## src/rtl/misc_reg_pkg.sv

```systemverilog
package misc_reg_pkg;
  typedef enum logic [2:0] {
    OP_NONE   = 3'd0,
    OP_DIRECT = 3'd1,
    OP_AND    = 3'd2,
    OP_CLR    = 3'd3,
    OP_OR     = 3'd4
  } wr_op_e;
endpackage

```

## src/rtl/misc_reg_decode.sv

```systemverilog
module misc_reg_decode
  import misc_reg_pkg::*;
#(
  parameter int unsigned ADDR_W      = 32,
  parameter bit          CLEAR_ALIAS = 1'b0
) (
  input  logic              clk_i,
  input  logic              rst_ni,
  input  logic              req_i,
  input  logic              we_i,
  input  logic              dword_i,
  input  logic [ADDR_W-1:0] addr_i,
  output wr_op_e            op_o,
  output logic              rd_en_o,
  output logic              rd_hit_o
);
  localparam int unsigned OFF_W    = ADDR_W - 3;
  localparam int unsigned BASE_INT = CLEAR_ALIAS ? 32'h6080 : 32'h4020;
  localparam logic [OFF_W-1:0] BASE_OFF = OFF_W'(BASE_INT);
  localparam logic [OFF_W-1:0] ALT_OFF  = OFF_W'(BASE_INT + 1);
  localparam logic [OFF_W-1:0] OR_OFF   = OFF_W'(BASE_INT + 2);
  localparam wr_op_e ALT_OP = CLEAR_ALIAS ? OP_CLR : OP_AND;

  logic [OFF_W-1:0] off;
  logic             ok;

  assign off      = addr_i[ADDR_W-1:3];
  assign ok       = req_i && dword_i;
  assign rd_en_o  = req_i && !we_i;
  assign rd_hit_o = ok && !we_i && (off == BASE_OFF);

  always_comb begin
    op_o = OP_NONE;
    if (ok && we_i) begin
      if (off == BASE_OFF)     op_o = OP_DIRECT;
      else if (off == ALT_OFF) op_o = ALT_OP;
      else if (off == OR_OFF)  op_o = OP_OR;
    end
  end

  assert_partial_ignored_R2: assert property (@(posedge clk_i) disable iff (!rst_ni)
    !dword_i |-> (op_o == OP_NONE && !rd_hit_o));
  assert_unmapped_ignored_R10: assert property (@(posedge clk_i) disable iff (!rst_ni)
    (off != BASE_OFF && off != ALT_OFF && off != OR_OFF) |-> (op_o == OP_NONE && !rd_hit_o));
endmodule

```

## src/rtl/misc_reg_update.sv

```systemverilog
module misc_reg_update
  import misc_reg_pkg::*;
#(
  parameter int unsigned DATA_W      = 64,
  parameter int unsigned KEEP_BITS   = 19,
  parameter int unsigned IRQ_POS     = 0,
  parameter int unsigned MSG_POS     = 3,
  parameter bit          CLEAR_ALIAS = 1'b0
) (
  input  logic              clk_i,
  input  logic              rst_ni,
  input  wr_op_e            op_i,
  input  logic [DATA_W-1:0] wdata_i,
  input  logic              raise_i,
  output logic [DATA_W-1:0] q_o
);
  localparam logic [DATA_W-1:0] KEEP_MASK  = ~({DATA_W{1'b1}} >> KEEP_BITS);
  localparam logic [DATA_W-1:0] ONE        = DATA_W'(1);
  localparam logic [DATA_W-1:0] RAISE_MASK = (ONE << (DATA_W-1-IRQ_POS)) |
                                             (ONE << (DATA_W-1-MSG_POS));

  logic [DATA_W-1:0] q, merged, d;

  always_comb begin
    unique case (op_i)
      OP_DIRECT: merged = wdata_i;
      OP_AND:    merged = q & wdata_i;
      OP_CLR:    merged = '0;
      OP_OR:     merged = q | wdata_i;
      default:   merged = q;
    endcase
    // write result first, then raise bits on top
    if (raise_i) merged = merged | RAISE_MASK;
    d = merged & KEEP_MASK;
  end

  always_ff @(posedge clk_i or negedge rst_ni) begin
    if (!rst_ni) q <= '0;
    else         q <= d;
  end

  assign q_o = q;

  assert_mask_R6: assert property (@(posedge clk_i) disable iff (!rst_ni)
    (q & ~KEEP_MASK) == '0);
  assert_raise_sets_R8: assert property (@(posedge clk_i) disable iff (!rst_ni)
    raise_i |=> ((q & RAISE_MASK) == RAISE_MASK));
  assert_or_keeps_R4: assert property (@(posedge clk_i) disable iff (!rst_ni)
    (op_i == OP_OR) |=> ((q & $past(q)) == $past(q)));
  assert_idle_hold_R10: assert property (@(posedge clk_i) disable iff (!rst_ni)
    (op_i == OP_NONE && !raise_i) |=> $stable(q));

  generate
    if (CLEAR_ALIAS) begin : g_clr_chk
      assert_clear_R5: assert property (@(posedge clk_i) disable iff (!rst_ni)
        (op_i == OP_CLR && !raise_i) |=> (q == '0));
    end else begin : g_and_chk
      assert_and_R5: assert property (@(posedge clk_i) disable iff (!rst_ni)
        (op_i == OP_AND && !raise_i) |=> ((q & ~$past(q)) == '0));
    end
  endgenerate
endmodule

```

## src/rtl/misc_reg_rdport.sv

```systemverilog
module misc_reg_rdport #(
  parameter int unsigned DATA_W = 64
) (
  input  logic              clk_i,
  input  logic              rst_ni,
  input  logic              rd_en_i,
  input  logic              rd_hit_i,
  input  logic [DATA_W-1:0] value_i,
  output logic [DATA_W-1:0] rdata_o,
  output logic              rvalid_o
);
  always_ff @(posedge clk_i or negedge rst_ni) begin
    if (!rst_ni) begin
      rdata_o  <= '0;
      rvalid_o <= 1'b0;
    end else begin
      rvalid_o <= rd_en_i;
      if (rd_en_i) rdata_o <= rd_hit_i ? value_i : '0;
    end
  end

  assert_rvalid_follows_R11: assert property (@(posedge clk_i) disable iff (!rst_ni)
    rd_en_i |=> rvalid_o);
  assert_rvalid_single_R11: assert property (@(posedge clk_i) disable iff (!rst_ni)
    !rd_en_i |=> !rvalid_o);
endmodule

```

## src/rtl/misc_ctrl_reg.sv

```systemverilog
module misc_ctrl_reg
  import misc_reg_pkg::*;
#(
  parameter int unsigned ADDR_W      = 32,
  parameter int unsigned DATA_W      = 64,
  parameter int unsigned KEEP_BITS   = 19,
  parameter bit          CLEAR_ALIAS = 1'b0
) (
  input  logic              clk_i,
  input  logic              rst_ni,
  input  logic              req_i,
  input  logic              we_i,
  input  logic              dword_i,
  input  logic [ADDR_W-1:0] addr_i,
  input  logic [DATA_W-1:0] wdata_i,
  input  logic              raise_i,
  output logic [DATA_W-1:0] rdata_o,
  output logic              rvalid_o,
  output logic              irq_o
);
  wr_op_e            op;
  logic              rd_en, rd_hit;
  logic [DATA_W-1:0] q;

  misc_reg_decode #(.ADDR_W(ADDR_W), .CLEAR_ALIAS(CLEAR_ALIAS)) u_dec (
    .clk_i(clk_i), .rst_ni(rst_ni), .req_i(req_i), .we_i(we_i), .dword_i(dword_i),
    .addr_i(addr_i), .op_o(op), .rd_en_o(rd_en), .rd_hit_o(rd_hit));

  misc_reg_update #(.DATA_W(DATA_W), .KEEP_BITS(KEEP_BITS), .IRQ_POS(0), .MSG_POS(3),
                    .CLEAR_ALIAS(CLEAR_ALIAS)) u_upd (
    .clk_i(clk_i), .rst_ni(rst_ni), .op_i(op), .wdata_i(wdata_i), .raise_i(raise_i),
    .q_o(q));

  misc_reg_rdport #(.DATA_W(DATA_W)) u_rd (
    .clk_i(clk_i), .rst_ni(rst_ni), .rd_en_i(rd_en), .rd_hit_i(rd_hit), .value_i(q),
    .rdata_o(rdata_o), .rvalid_o(rvalid_o));

  // interrupt is MSB-first bit 0
  assign irq_o = q[DATA_W-1];

  assert_raise_irq_R7: assert property (@(posedge clk_i) disable iff (!rst_ni)
    raise_i |=> irq_o);
endmodule

```

## config.mk

```make
export PLATFORM = sky130hd
export DESIGN_NAME = misc_ctrl_reg
export DESIGN_NICKNAME = d
export VERILOG_FILES = /design/src/rtl/misc_reg_pkg.sv /design/src/rtl/misc_reg_decode.sv /design/src/rtl/misc_reg_update.sv /design/src/rtl/misc_reg_rdport.sv /design/src/rtl/misc_ctrl_reg.sv
export SDC_FILE = /design/constraint.sdc
export NUM_CORES = 1
export LEC_CHECK = 0
export CELL_PAD_IN_SITES_DETAIL_PLACEMENT = 2
export CELL_PAD_IN_SITES_GLOBAL_PLACEMENT = 2
export CORE_MARGIN = 2
export CORE_UTILIZATION = 17
export CTS_CLUSTER_DIAMETER = 150
export CTS_CLUSTER_SIZE = 20
export DETAILED_ROUTE_END_ITERATION = 8
export GPL_ROUTABILITY_DRIVEN = 0
export PLACE_DENSITY = 0.86
export SETUP_SLACK_MARGIN = 0.3
export SYNTH_ARGS = -nofsm -noshare
export SYNTH_HDL_FRONTEND = slang
export SYNTH_SLANG_ARGS = --single-unit
```

## constraint.sdc

```tcl
create_clock -name clk_i -period 0.94 [get_ports clk_i]
set_clock_uncertainty 0.2 [all_clocks]
set_input_delay 0.188 -clock clk_i [delete_from_list [all_inputs] [get_ports clk_i]]
set_output_delay 0.188 -clock clk_i [all_outputs]
set_load 0.05 [all_outputs]
```

* Yosys cells after proc, flatten, opt, wreduce, memory -nomap -nowiden
Cells that the tools add are included.
** Word-level totals
- Register bits after elaboration :: 84
- Output and inout port bits :: 66
- Logic and storage cells :: 27
** Cells by class
- Equal/unequal tests :: 7
- Mux-type cells :: 7
- Bitwise logic cells :: 2
- Reductions and logical operators :: 7
** Operator list (number)
- 64-bit case mux with 4 select lines :: 1
- 64-bit 2-to-1 mux :: 2
- 29-bit by 15-bit == test with 1-bit output, second input constant :: 3
- 64-bit AND :: 1
- 64-bit bitwise OR :: 1
- 3-bit 2-to-1 mux :: 4
- 3-bit by 2-bit == test with 1-bit output, second input constant :: 2
- 1-bit logical AND :: 5
- 5-bit nonzero test :: 1
- 3-bit by 1-bit == test with 1-bit output, second input constant :: 1
- 3-bit == test, second input constant :: 1
- 1-bit zero test :: 1

* Depth between registers and ports, before layout
- Depth in word-level cells :: 8
- Depth in mapped cells :: 6
- Depth with buffers taken out :: 4

* Cells and area by module
From an unflattened synthesis, not the netlist that was laid out.
** Unflattened totals
- Cells, all modules :: 491
- Area, all modules :: 4648.2 µm²
** By module, submodules not included
- misc_reg_rdport :: instances 1, cells an instance 278, area an instance 2646.3 µm², sequential area each 1626.6 µm²
- misc_reg_update :: instances 1, cells an instance 192, area an instance 1759.2 µm², sequential area each 475.5 µm²
- misc_reg_decode :: instances 1, cells an instance 21, area an instance 242.7 µm², sequential area each 0.0 µm²

* Worst setup path before layout
Ideal clock, no wire load.
- Kind :: input to register
- Start point :: in addr_i[20]
- End point :: reg u_upd.q[50] (netlist: u_upd.q_o[50])
- Setup time :: 0.126 ns
- Arrival :: 1.267 ns
- Data required time :: 0.614 ns
- Slack :: -0.654 ns
- Cell stages on the path :: 6
- Path through :: nor4_2 > nand4_2 > buf_6 > buf_6 > o31ai_2 > o21ai_2
** On the way
- Word-level cells in the longest chain between the ends :: 8
** RTL lines
- start, declared :: line misc_ctrl_reg.sv:14 : input logic [ADDR_W-1:0] addr_i,
- 29-bit by 15-bit == test with 1-bit output :: line misc_reg_decode.sv:37 : else if (off == OR_OFF) op_o = OP_OR;
- 3-bit 2-to-1 mux :: line misc_reg_decode.sv:37
- 3-bit 2-to-1 mux :: line misc_reg_decode.sv:36 : else if (off == ALT_OFF) op_o = ALT_OP;
- 3-bit 2-to-1 mux * :: line misc_reg_decode.sv:35 : if (off == BASE_OFF) op_o = OP_DIRECT;
- 3-bit 2-to-1 mux * :: line misc_reg_decode.sv:34 : if (ok && we_i) begin
- 3-bit == test (tied with other cells) :: line misc_reg_update.sv:25 : unique case (op_i)
- 64-bit case mux with 4 select lines * :: line misc_reg_update.sv:25
- 64-bit 2-to-1 mux * :: line misc_reg_update.sv:33 : if (raise_i) merged = merged | RAISE_MASK;
- end signal, assigned :: line misc_reg_update.sv:38 : if (!rst_ni) q <= '0;
- end signal, assigned :: line misc_reg_update.sv:39 : else q <= d;
- end, declared :: line misc_reg_update.sv:22 : logic [DATA_W-1:0] q, merged, d;
Mark *: on every way between the ends. The rest lies on a longest branch, timed or not.
A chain may end at the register's enable or synchronous reset.

* Worst setup path in the final report
- Start point :: in addr_i[21]
- End point :: reg u_upd.q[51] (netlist: u_upd.q_o[51])
The elaborated chain is that of the path after synthesis.

==> flow_summary.yaml <==
run_status:
  outcome: "finished with violations"
  violations: "negative hold slack, negative setup slack"
die:
  fp.dieArea_um2: 13700
  start_util: 0.173
  num_io_pins: 168
  rows: 41
  core_area_um2: 12500
  die_x_um: 117
  die_y_um: 117
clock_network:
  h-tree-depth: 2
  worstSkewPairLatency_ps: 280
  numClockSinks: 39
  cts-buffers-inserted: 5
  path_clk_slew_ps: 60
  tritoncts: "built"
  clockBufferDepth: 2
  root_buffer: "clkbuf_16"
finish:
  syn_to_final_growth_pct: 85.7
  multi_input_area_um2: 1170
  final-seq-area_um2: 1000
  nFillCells: 1345
  n_antenna_cell: 0
  final_area_um2: 4020
  drive_gt1_frac: 0.538
  layout.nets: 400
  utilization: 0.321
sta:
  clock.fmax_ghz: 0.649
  hold_slack_ps: -322
  grt_setup_unrepaired: "true"
  drv_slew: 0
  setup_viol: 59
  layout_setup_ws_ps: -600
  tns_ps: -27190
  min_period_ps: 1540
  finalHoldViolCount: 39
  period_share: 1.64
job:
  maxCapViolations: 0
setup_path:
  crit_path_start_kind: "primary input"
  arrival_ps: 1510
  reg2reg_from: "u_upd.q_o[63]"
  worstPathRequired_ps: 910
  reg2reg_depth: 4
  rr_endpoint: "u_upd.q_o[63]"
  critPathMaxFanout: 7
  path_class: "in2reg"
  r2r_slack_ps: -220
  end_kind: "register"
drt:
  drt-total-wl_um: 8390
  viasPerCell: 3.89
  firstDrtPassIters: 3
  postRouteAntennaNets: 0
  wire_per_inst_um: 17.8
  num_vias: 1830
  drcViolationCount: 0
  first_iter_violations: 38
global_route:
  grt-ovfl-total: 0
  grt_pass1_wl_um: 12700
  grt_pass1_vias: 2137
  grt_max_degree: 40
  track_usage: 0.127
  antenna_found_initial: 0
yosys:
  synth_warnings: 0
  avgSynthCellArea_um2: 11.8
  yosysSeqAreaShare: 0.451
  synth_top_area_share: 0.451
  ys_types: 29
  ys_top_cells_by_area: "dfrtp_1, buf_4, a22o_1, o31ai_2, o21ai_2"
  ys_ff_latch: 39
  syn_area_um2: 2170
  syn-instance-count: 184
  synth_area_leader_cell: "dfrtp_1"
pwr:
  p_per_area_nw_per_um2: 1260
  p_leak_nw: 1.77
  ir_drop_uv: 499
placed_design:
  portBuffers: 74
  place_area_um2: 3260
  hpwl_um: 5090
min_path:
  worstHoldPathType: "in2async"
registers in the layout, summed over array words and instances (netlist names):
name / flops
u_rd.rdata_o: 19
u_rd.rvalid_o: 1
u_upd.q_o: 19
critical path, stage by stage:
cell	delay (ps)
buf_6	100
nor4_4	330
nand4_4	190
buf_6	160
or2_4	280
a22o_1	250
layer usage:
| layer | part of all wire | vias to the layer above | GRT usage |
|---|---|---|---|
| met2 | 0.59 | 78 | 0.261 |
| met4 | 0.031 | 0 | 0.0463 |
| li1 | - | 808 | - |
| met3 | 0.055 | 18 | 0.0319 |
| met5 | 0 | - | 0 |
| met1 | 0.33 | 926 | 0.118 |
synth_stat cells:
cell       n
o31a_1     1
a22o_1    25
clkbuf_1   2
and3b_1    2
o21ai_2    9
o21bai_1   6
o21ai_1    3
dfrtp_1   39
nor4b_1    1
buf_2      3
inv_2      1
o31ai_2    9
nor4_4     2
a22oi_2    1
or2_4      1
buf_6      3
nor4b_4    1
nor2_4     1
nand2b_1   1
inv_1     12
conb_1     1
nand4_2    2
o31ai_1    3
nand4_1    2
nor2_1     3
or2_0      1
nor4b_2    2
buf_4     45
nor4_2     2
final cells by class:
cell class | count | share of cell area
timing repair buffer | 114 | 0.352
multi-input combinational | 125 | 0.290
sequential | 39 | 0.249
tap | 172 | 0.0535
clock buffer | 6 | 0.0345
inverter | 13 | 0.0121
clock inverter | 2 | 0.00871
cell usage in the layout (no fill, tap or decap), types with 4 or more instances in the layout:
cell              n
conb_1           45
buf_6            27
a22o_1           25
buf_12           25
clkdlybuf4s50_1  20
dfrtp_2          20
dfrtp_1          19
buf_4            15
inv_1            12
buf_2            12
o31ai_4          11
o21ai_2          11
clkbuf_16         6
clkdlybuf4s15_1   5
nor4b_4           4
nor4_4            4
buf_16            4
kinds of logic after synthesis:
logic type | after synthesis | synth area share
flops | 39 | 0.451
compound gates | 57 | 0.237
buf+inv | 66 | 0.204
other cells | 1 | 0.00173
simple gates | 21 | 0.106
per-stage QoR:
step | instances | power (mW) | hold slack [ps] | setup slack, ps
after floorplan | 228 | 2.67 | -308 | -633
after global placement | 432 | 2.88 | -26.5 | -1160
after detailed placement | 432 | 2.92 | -19.4 | -1280
after CTS | 465 | 4.97 | -314 | -564
after global routing | 471 | 5.26 | -312 | -663
final | 471 | 5.05 | -322 | -600
power by group:
part / leakage, nW / switching [mW] / internal [mW]
clock: 0.0868 / 0.677 / 1.32
combinational: 1.19 / 0.685 / 0.473
sequential: 0.494 / 0.107 / 1.79
worst max-delay path by stage:
| stage | start | to | slack [ps] | depth (start not counted) |
|---|---|---|---|---|
| floorplan | addr_i[26] | u_upd.q_o[63] | -630 | 5 |
| global placement | addr_i[26] | u_upd.q_o[63] | -1160 | 5 |
| detailed placement | addr_i[15] | u_upd.q_o[63] | -1280 | 5 |
| CTS | addr_i[23] | u_upd.q_o[56] | -560 | 6 |
| global route | addr_i[16] | u_rd.rdata_o[63] | -660 | 8 |
| finish | addr_i[21] | u_upd.q_o[51] | -600 | 6 |
timing repair:
item / CTS / global route
resized for setup: 175 / 12
gates cloned: 7 / 1
pin swaps: 41 / 20
buffers inserted: 18 / 5
hold endpoints to repair: 39 / 39
setup endpoints to repair: 60 / 60
Note: power is estimated with default switching activity, not from simulation.
